$ cat config.mk
export PLATFORM = sky130hd
export DESIGN_NAME = gpi_event_router
export DESIGN_NICKNAME = d
export VERILOG_FILES = /design/src/rtl/gpi_route_pkg.sv /design/src/rtl/gpi_rst_sync.sv /design/src/rtl/gpi_route_reg.sv /design/src/rtl/gpi_pin_decode.sv /design/src/rtl/gpi_event_router.sv
export SDC_FILE = /design/constraint.sdc
export NUM_CORES = 1
export LEC_CHECK = 0
export BUFFER_PORTS_ARGS = -buffer_cell sky130_fd_sc_hd__buf_2
export CORE_MARGIN = 1
export CORE_UTILIZATION = 40
export DETAILED_ROUTE_END_ITERATION = 7
export PLACE_DENSITY = 0.9
export SYNTH_ARGS = -nofsm -noshare
export SYNTH_HDL_FRONTEND = slang
export SYNTH_SLANG_ARGS = --single-unit
$ cat constraint.sdc
create_clock -name clk -period 1.8 [get_ports clk]
set_clock_uncertainty 0.1 [all_clocks]
set_input_delay 0.27 -clock clk [delete_from_list [all_inputs] [get_ports clk]]
set_output_delay 0.27 -clock clk [all_outputs]
set_load 0.02 [all_outputs]
$ cat src/rtl/gpi_route_pkg.sv
package gpi_route_pkg;

  localparam int unsigned FIELD_W = 2;
  localparam int unsigned SLP_W   = 3;

  typedef enum logic [FIELD_W-1:0] {
    ROUTE_NONE = 2'b00,
    ROUTE_SMI  = 2'b01,
    ROUTE_SCI  = 2'b10,
    ROUTE_RSVD = 2'b11
  } route_e;

  typedef struct packed {
    logic smi;
    logic sci;
    logic wake;
  } evt_t;

  function automatic logic state_is_asleep(input logic [SLP_W-1:0] st);
    return (st >= 3'd1) && (st <= 3'd5);
  endfunction

endpackage

$ cat src/rtl/gpi_rst_sync.sv
module gpi_rst_sync (
  input  logic clk,
  input  logic arst_n,
  output logic srst_n
);

  logic [1:0] sync_q;

  always_ff @(posedge clk or negedge arst_n) begin
    if (!arst_n) begin
      sync_q <= 2'b00;
    end else begin
      sync_q <= {sync_q[0], 1'b1};
    end
  end

  assign srst_n = sync_q[1];

endmodule

$ cat src/rtl/gpi_route_reg.sv
module gpi_route_reg #(
  parameter int unsigned NUM_PINS  = 16,
  parameter logic [NUM_PINS-1:0] IMPL_MASK = 16'h39DB,
  localparam int unsigned REG_W    = NUM_PINS * gpi_route_pkg::FIELD_W
) (
  input  logic             clk,
  input  logic             rst_n,
  input  logic             wr_en,
  input  logic [REG_W-1:0] wdata,
  output logic [REG_W-1:0] route_q
);
  import gpi_route_pkg::*;

  for (genvar g = 0; g < NUM_PINS; g++) begin : g_field
    if (IMPL_MASK[g]) begin : g_impl
      logic [FIELD_W-1:0] fld_q;
      logic [FIELD_W-1:0] fld_nxt;

      always_comb begin
        fld_nxt = fld_q;
        if (wr_en) begin
          fld_nxt = wdata[g*FIELD_W +: FIELD_W];
        end
      end

      always_ff @(posedge clk or negedge rst_n) begin
        if (!rst_n) begin
          fld_q <= '0;
        end else begin
          fld_q <= fld_nxt;
        end
      end

      assign route_q[g*FIELD_W +: FIELD_W] = fld_q;
    end else begin : g_absent
      assign route_q[g*FIELD_W +: FIELD_W] = '0;
    end
  end

endmodule

$ cat src/rtl/gpi_pin_decode.sv
module gpi_pin_decode (
  input  logic                                  clk_unused,
  input  logic [gpi_route_pkg::FIELD_W-1:0]     route,
  input  logic                                  sts,
  input  logic                                  is_input,
  input  logic                                  en,
  input  logic                                  asleep,
  output gpi_route_pkg::evt_t                   evt
);
  import gpi_route_pkg::*;

  logic armed;
  logic unused_clk;

  assign unused_clk = clk_unused;
  assign armed      = sts & en;

  always_comb begin
    evt      = '0;
    evt.wake = armed & asleep;
    if (armed && is_input) begin
      case (route_e'(route))
        ROUTE_SMI: evt.smi = 1'b1;
        ROUTE_SCI: evt.sci = 1'b1;
        default:   evt     = evt;
      endcase
    end
  end

endmodule

$ cat src/rtl/gpi_event_router.sv
module gpi_event_router #(
  parameter int unsigned NUM_PINS  = 16,
  parameter logic [NUM_PINS-1:0] IMPL_MASK = 16'h39DB,
  localparam int unsigned REG_W    = NUM_PINS * gpi_route_pkg::FIELD_W
) (
  input  logic                               clk,
  input  logic                               rst_resume_n,
  input  logic                               rst_core_n,
  input  logic                               cfg_wr,
  input  logic [REG_W-1:0]                   cfg_wdata,
  output logic [REG_W-1:0]                   cfg_rdata,
  input  logic [NUM_PINS-1:0]                pin_sts,
  input  logic [NUM_PINS-1:0]                pin_is_input,
  input  logic [NUM_PINS-1:0]                gpe1_en,
  input  logic [gpi_route_pkg::SLP_W-1:0]    sleep_state,
  output logic                               smi_o,
  output logic                               sci_o,
  output logic                               wake_o
);
  import gpi_route_pkg::*;

  logic               resume_srst_n;
  logic               core_srst_n;
  logic [REG_W-1:0]   route_q;
  logic               asleep;
  evt_t               pin_evt [NUM_PINS];
  evt_t               any_evt;
  evt_t               out_q;
  evt_t               out_nxt;

  gpi_rst_sync u_rst_resume (
    .clk    (clk),
    .arst_n (rst_resume_n),
    .srst_n (resume_srst_n)
  );

  gpi_rst_sync u_rst_core (
    .clk    (clk),
    .arst_n (rst_core_n),
    .srst_n (core_srst_n)
  );

  gpi_route_reg #(
    .NUM_PINS  (NUM_PINS),
    .IMPL_MASK (IMPL_MASK)
  ) u_reg (
    .clk     (clk),
    .rst_n   (resume_srst_n),
    .wr_en   (cfg_wr),
    .wdata   (cfg_wdata),
    .route_q (route_q)
  );

  assign cfg_rdata = route_q;
  assign asleep    = state_is_asleep(sleep_state);

  for (genvar g = 0; g < NUM_PINS; g++) begin : g_pin
    if (IMPL_MASK[g]) begin : g_impl
      gpi_pin_decode u_dec (
        .clk_unused (clk),
        .route      (route_q[g*FIELD_W +: FIELD_W]),
        .sts        (pin_sts[g]),
        .is_input   (pin_is_input[g]),
        .en         (gpe1_en[g]),
        .asleep     (asleep),
        .evt        (pin_evt[g])
      );
    end else begin : g_absent
      assign pin_evt[g] = '0;
    end
  end

  always_comb begin
    any_evt = '0;
    for (int i = 0; i < NUM_PINS; i++) begin
      any_evt = any_evt | pin_evt[i];
    end
  end

  always_comb begin
    out_nxt = any_evt;
  end

  always_ff @(posedge clk or negedge core_srst_n) begin
    if (!core_srst_n) begin
      out_q <= '0;
    end else begin
      out_q <= out_nxt;
    end
  end

  assign smi_o  = out_q.smi  & rst_resume_n & rst_core_n;
  assign sci_o  = out_q.sci  & rst_resume_n & rst_core_n;
  assign wake_o = out_q.wake & rst_resume_n & rst_core_n;

endmodule

# Word level (Yosys, flattened, before mapping)
# Index checks and enable logic that the tools add are counted.
dict set report totals {
  ff_bits 27
  in_bits 87
  output_inout_bits 35
  wordCells 113
}
dict set report op_classes {
  order_cmp 2
  n_eq_ne 20
  n_mux 30
  bitwise 35
  n_reduce_logical 11
}
# operator n
set ops {}
lappend ops {{$mux 3} 10}
lappend ops {{$or 3x3->3} 9}
lappend ops {{$and 1x1->1} 26}
lappend ops {{$eq 2x1->1 const B} 10}
lappend ops {{$eq 2x2->1 const B} 10}
lappend ops {{$mux 1} 20}
lappend ops {{$logic_and 1x1->1} 11}
lappend ops {{$ge 3x1->1 const B} 1}
lappend ops {{$le 3x3->1 const B} 1}

# Longest topological paths before layout
dict set report depth {
  word_depth 13
  mapped_depth 4
  mapped_depth_nobuf 4
}

# Cells and area by module
# From an unflattened synthesis, not the netlist that was laid out.
dict set report hier_totals {
  cells_unflattened 121
  hier_area_um2 1617.8
}
# module n_inst cells_per_inst area_per_inst_um2
set by_module_without_submodules {}
lappend by_module_without_submodules {gpi_route_reg 1 55 917.1}
lappend by_module_without_submodules {gpi_pin_decode 10 4 42.5}
lappend by_module_without_submodules {gpi_event_router 1 20 167.7}
lappend by_module_without_submodules {gpi_rst_sync 2 3 53.8}

# Worst setup path after synthesis
# Ideal clock, no wire load.
dict set report synth_path {
  kind {register -> register}
  start {register u_reg.g_field[0].g_impl.fld_q[0]}
  end {register out_q[2] in the netlist's numbering}
  setup_ns 0.133
  arrival_ns 0.961
  t_required_ns 1.567
  path_slack_ns 0.606
  stages_incl_launch_ff 4
  path_buffers 0
  path_cell_list {dfrtp_1 -> nor3b_1 -> nor4_1 -> nand3_1}
}
# item line
set synth_lines {}
lappend synth_lines {{start, declared} gpi_route_reg.sv:16} ;# logic [FIELD_W-1:0] fld_q;
lappend synth_lines {{start signal, assigned} gpi_route_reg.sv:30} ;# fld_q <= fld_nxt;
lappend synth_lines {{end signal, assigned} gpi_event_router.sv:88} ;# out_q <= out_nxt;
lappend synth_lines {{end, declared} gpi_event_router.sv:28} ;# evt_t out_q;

# Worst setup path after layout
dict set report layout_path {
  start {input port rst_core_n}
  end {output port smi_o}
}
dict set report layout_between {
  elab_chain_cells 1
}
# item line
set layout_lines {}
lappend layout_lines {{start, declared} gpi_event_router.sv:8} ;# input logic rst_core_n,
lappend layout_lines {{$and 1x1->1} gpi_event_router.sv:92} ;# assign smi_o = out_q.smi & rst_resume_n & rst_core_n;
lappend layout_lines {{end, declared} gpi_event_router.sv:16} ;# output logic smi_o,
# No other way between the ends.

==> results.env <==
DP_CELLS=234
CTS.PATH.MAX_BUFFERS=2
CTS_BUFS_INSERTED=3
ANT_NETS=0
HP-START='sleep_state[1]'
POWER.LEAKAGE_uW=0.0008812
FINAL.HOLD.WORST_SLACK_NS=0.02254
SOURCE_OF_THE_WORST_REGISTER_TO_REGISTER_TIMING_PATH='u_reg.g_field[7].g_impl.fld_q[1]'
CRITPATHMAXSTAGEDELAY_NS=0.53
CLKSINKCOUNT=27
SYN_TO_FINAL_GROWTH_PCT=32.81
YOSYS_REGISTER_BITS=27
FIRST_GLOBAL_VIAS=1128
YOSYS_WARNINGS=0
POST_LAYOUT_NONFILLER_INSTANCES=241
CP_COMMON_CELL='buf_2'
POWER_FRAC_CLOCK_PCT=19.9
CTS_TREE='yes'
VDD_DROP_MAX_uV=378.5
POST-CTS-SETUP-BUFFER-COUNT=0
YOSYS.AREA.TOP_TYPE='dfrtp_1'
FINALHOLDVIOLATIONS=0
ROUTE.DETAILED.WL_PER_INST_MICRONS=13.30
GRT_MAX_DEGREE=21
SETUP-TNS-FINAL_NS=0
MOST_COMMON_CELL_AFTER_LAYOUT_FILL_AND_TAPS_ASIDE='buf_2'
LAYOUT-DRIVE-GT1-SHARE_PCT=54.82
DPL.HPWL_MICRONS=2650
P_PER_AREA_nW_PER_UM2=722.8
MAX_CAP_VIOLATIONS=0
WORSTPATHARRIVAL_NS=1.28
CP_CELL_SEQUENCE='dlygate4sd3_1 -> buf_2 -> and3_1 -> buf_2'
REG2REG_SETUP_SLACK_NS=0.55
INITIALDRTVIOLATIONCOUNT=21
REG2REG_DEPTH=3
VIA_COUNT=1183
CRITICAL_PATH.TOP_DELAY_FAMILY='buffers and inverters'
SYNTH.TOP_CELL.AREA_SHARE_PCT=49.50
PWR-SHARE-SEQ_PCT=54.3
TIMING.CRITICAL_PATH.FROM_TYPE='input port'
FINAL_UTIL_PCT=57.50
HOLD_PATH_END='out_q[0]'
MAXSLEWVIOLCOUNT=0
PERIOD_NEEDED_NS=1.648
NETLIST_INSTANCES=112
DIE_X_MICRONS=60.42
SYN-CELL-AREA_SQ_UM=1365
SYNTH.YOSYS.SEQ_AREA_SHARE_PCT=49.50
NUMBER_OF_ANTENNA_VIOLATIONS_AT_THE_FIRST_CHECK_IN_GLOBAL_ROUTING=0
MAX_FREQ_GHz=0.6068
CORE-AREA_SQ_UM=3153
CRIT_REQUIRED_NS=1.43
LAYOUT_COMMON_CELLS='buf_2 (79), dfrtp_1 (27), nor3b_1 (20), mux2_2 (20), conb_1 (14)'
SYNTHDISTINCTLIBCELLS=16
SYN_AVG_CELL_AREA_SQ_UM=12.19
WORSTSETUPPATHTYPE='in -> out'
FP-ROW-COUNT=20
DRT_PRE_ANTENNA_ITERS=4
ROOT_BUFFER='clkbuf_4'
POWER_REPORT.INTERNAL_TOTAL_uW=902.8
OUTCOME='finished, final reports clean'
SETUP_VIOL=0
FRACTION_OF_POWER_SPENT_SWITCHING_NETS_PCT=31.11
DIODES=0
SLOWEST_STAGE='dlygate4sd3_1'
CTS.HTREE.LEVELS=1
PLACEMENT.IO_BUFFERS=79
ENDPOINT_KIND='output port'
GROUTE.USAGE.OVERALL_PCT=19.11
GRT_FIRST_PASS_WIRELENGTH_MICRONS=5002
IOS=122
POST-ROUTE-DRC-COUNT=0
SYNTH_TOP_CELLS_BY_AREA='dfrtp_1 (49%), mux2_2 (16%), nor3b_1 (11%)'
HOLDCRITPATHCLASS='in -> reg'
TIMING.RR.END='out_q[1]'
CTS.CLK_SLEW.WORST_PATHS_NS=0.14
CRITPATHBUFINV=3
GPL.FINAL_WEIGHTED_CONGESTION=0.8189
SWITCHING_POWER_uW=407.7
DIEAREA_SQ_UM=3650
GLOBALROUTE.TOTALOVERFLOW=0
PATH_MAX_FANOUT=5
HOLD_PATH_DEPTH=2
CLK_LATENCY_NS=0.32
DIEHEIGHT_MICRONS=60.42
POWER.COMBINATIONAL.FRACTION_PCT=25.8
DRT-TOTAL-WL_MICRONS=3205
TIMING.FINAL.CRIT_SHARE_PCT=91.55
RSZ0062_AT_GRT='no'
NNETSFINAL=285
INITIAL_CORE_UTIL_PCT=43.29
AVGVIACOUNTPERCELL=4.909
[stage by stage]
stage	setup WS [ns]	cell area [sq um]	power, uW
after floorplan	0.6059	1410	929.5
after global placement	0.5271	1755	1050
after detailed placement	0.4949	1755	1061
after CTS	0.1512	1813	1326
after global routing	0.1148	1813	1387
final	0.1521	1813	1310
[routing by layer]
layer  vias to the layer above  wire length [microns]  track usage (%)
met5                         -                      0                0
met3                         0                    219            2.772
met4                         0                      0            2.922
li1                        558                      -                -
met1                       556                   1289            22.50
met2                        69                   1696            37.21
[area by class of cell]
type	count	area [sq um]
Fill cell	288	1340
Sequential cell	27	675.6
Multi-Input combinational cell	83	621.8
Timing Repair Buffer	83	432.9
Tap cell	44	55.05
Clock buffer	3	22.52
Clock inverter	1	5.005
[worst register-to-register path, delay by kind of cell, from the launching register on]
family	cells	cell delay (ns)
simple gates	3	0.62
flops	1	0.43
[registers in the layout, indices dropped and copies added, names as in the netlist]
signal,cells
u_rst_core.sync_q,2
u_rst_resume.sync_q,2
u_reg.g_field.g_impl.fld_q,20
out_q,3
[cell families (layout without fill, tap and decap cells)]
kind of cell	count (synthesis)	in the layout	synth area share (%)
mux	20	20	16.50
other cells	2	14	0.5502
flops	27	27	49.50
compound gates	6	6	5.041
simple gates	43	43	20.16
buf+inv	14	87	8.249
[what timing repair did]
| item | in CTS | in global routing |
|---|---|---|
| hold endpoints to repair | 7 | 0 |
| hold buffers | 3 | 0 |
| gates resized for setup | 0 | 0 |
[cells in the mapped netlist, drive strengths merged]
| library cell | instances |
|---|---|
| a221oi | 3 |
| a22o | 1 |
| a22oi | 2 |
| and3 | 3 |
| buf | 14 |
| conb | 2 |
| dfrtp | 27 |
| mux2 | 20 |
| nand2 | 1 |
| nand3 | 12 |
| nor2 | 2 |
| nor3 | 1 |
| nor3b | 20 |
| nor4 | 4 |
[power by group through the flow]
stage / Clock [uW] / Combinational, uW / Sequential, uW
final: 260 / 339 / 712
after detailed placement: 0 / 335 / 726
after floorplan: 0 / 152 / 778
after CTS: 272 / 342 / 712
after global routing: 296 / 368 / 722
after global placement: 0 / 328 / 722
[how the worst max path moves through the flow]
stage / startpoint / end / slack [ns] / cells past startpoint
floorplan: u_reg.g_field[0].g_impl.fld_q[0] / out_q[2] / 0.61 / 3
detailed placement: pin_sts[7] / out_q[0] / 0.49 / 4
finish: rst_core_n / smi_o / 0.15 / 4
global placement: pin_sts[7] / out_q[0] / 0.53 / 4
global route: rst_core_n / smi_o / 0.11 / 4
CTS: rst_core_n / smi_o / 0.15 / 4
Note: power is estimated with default switching activity, not from simulation.
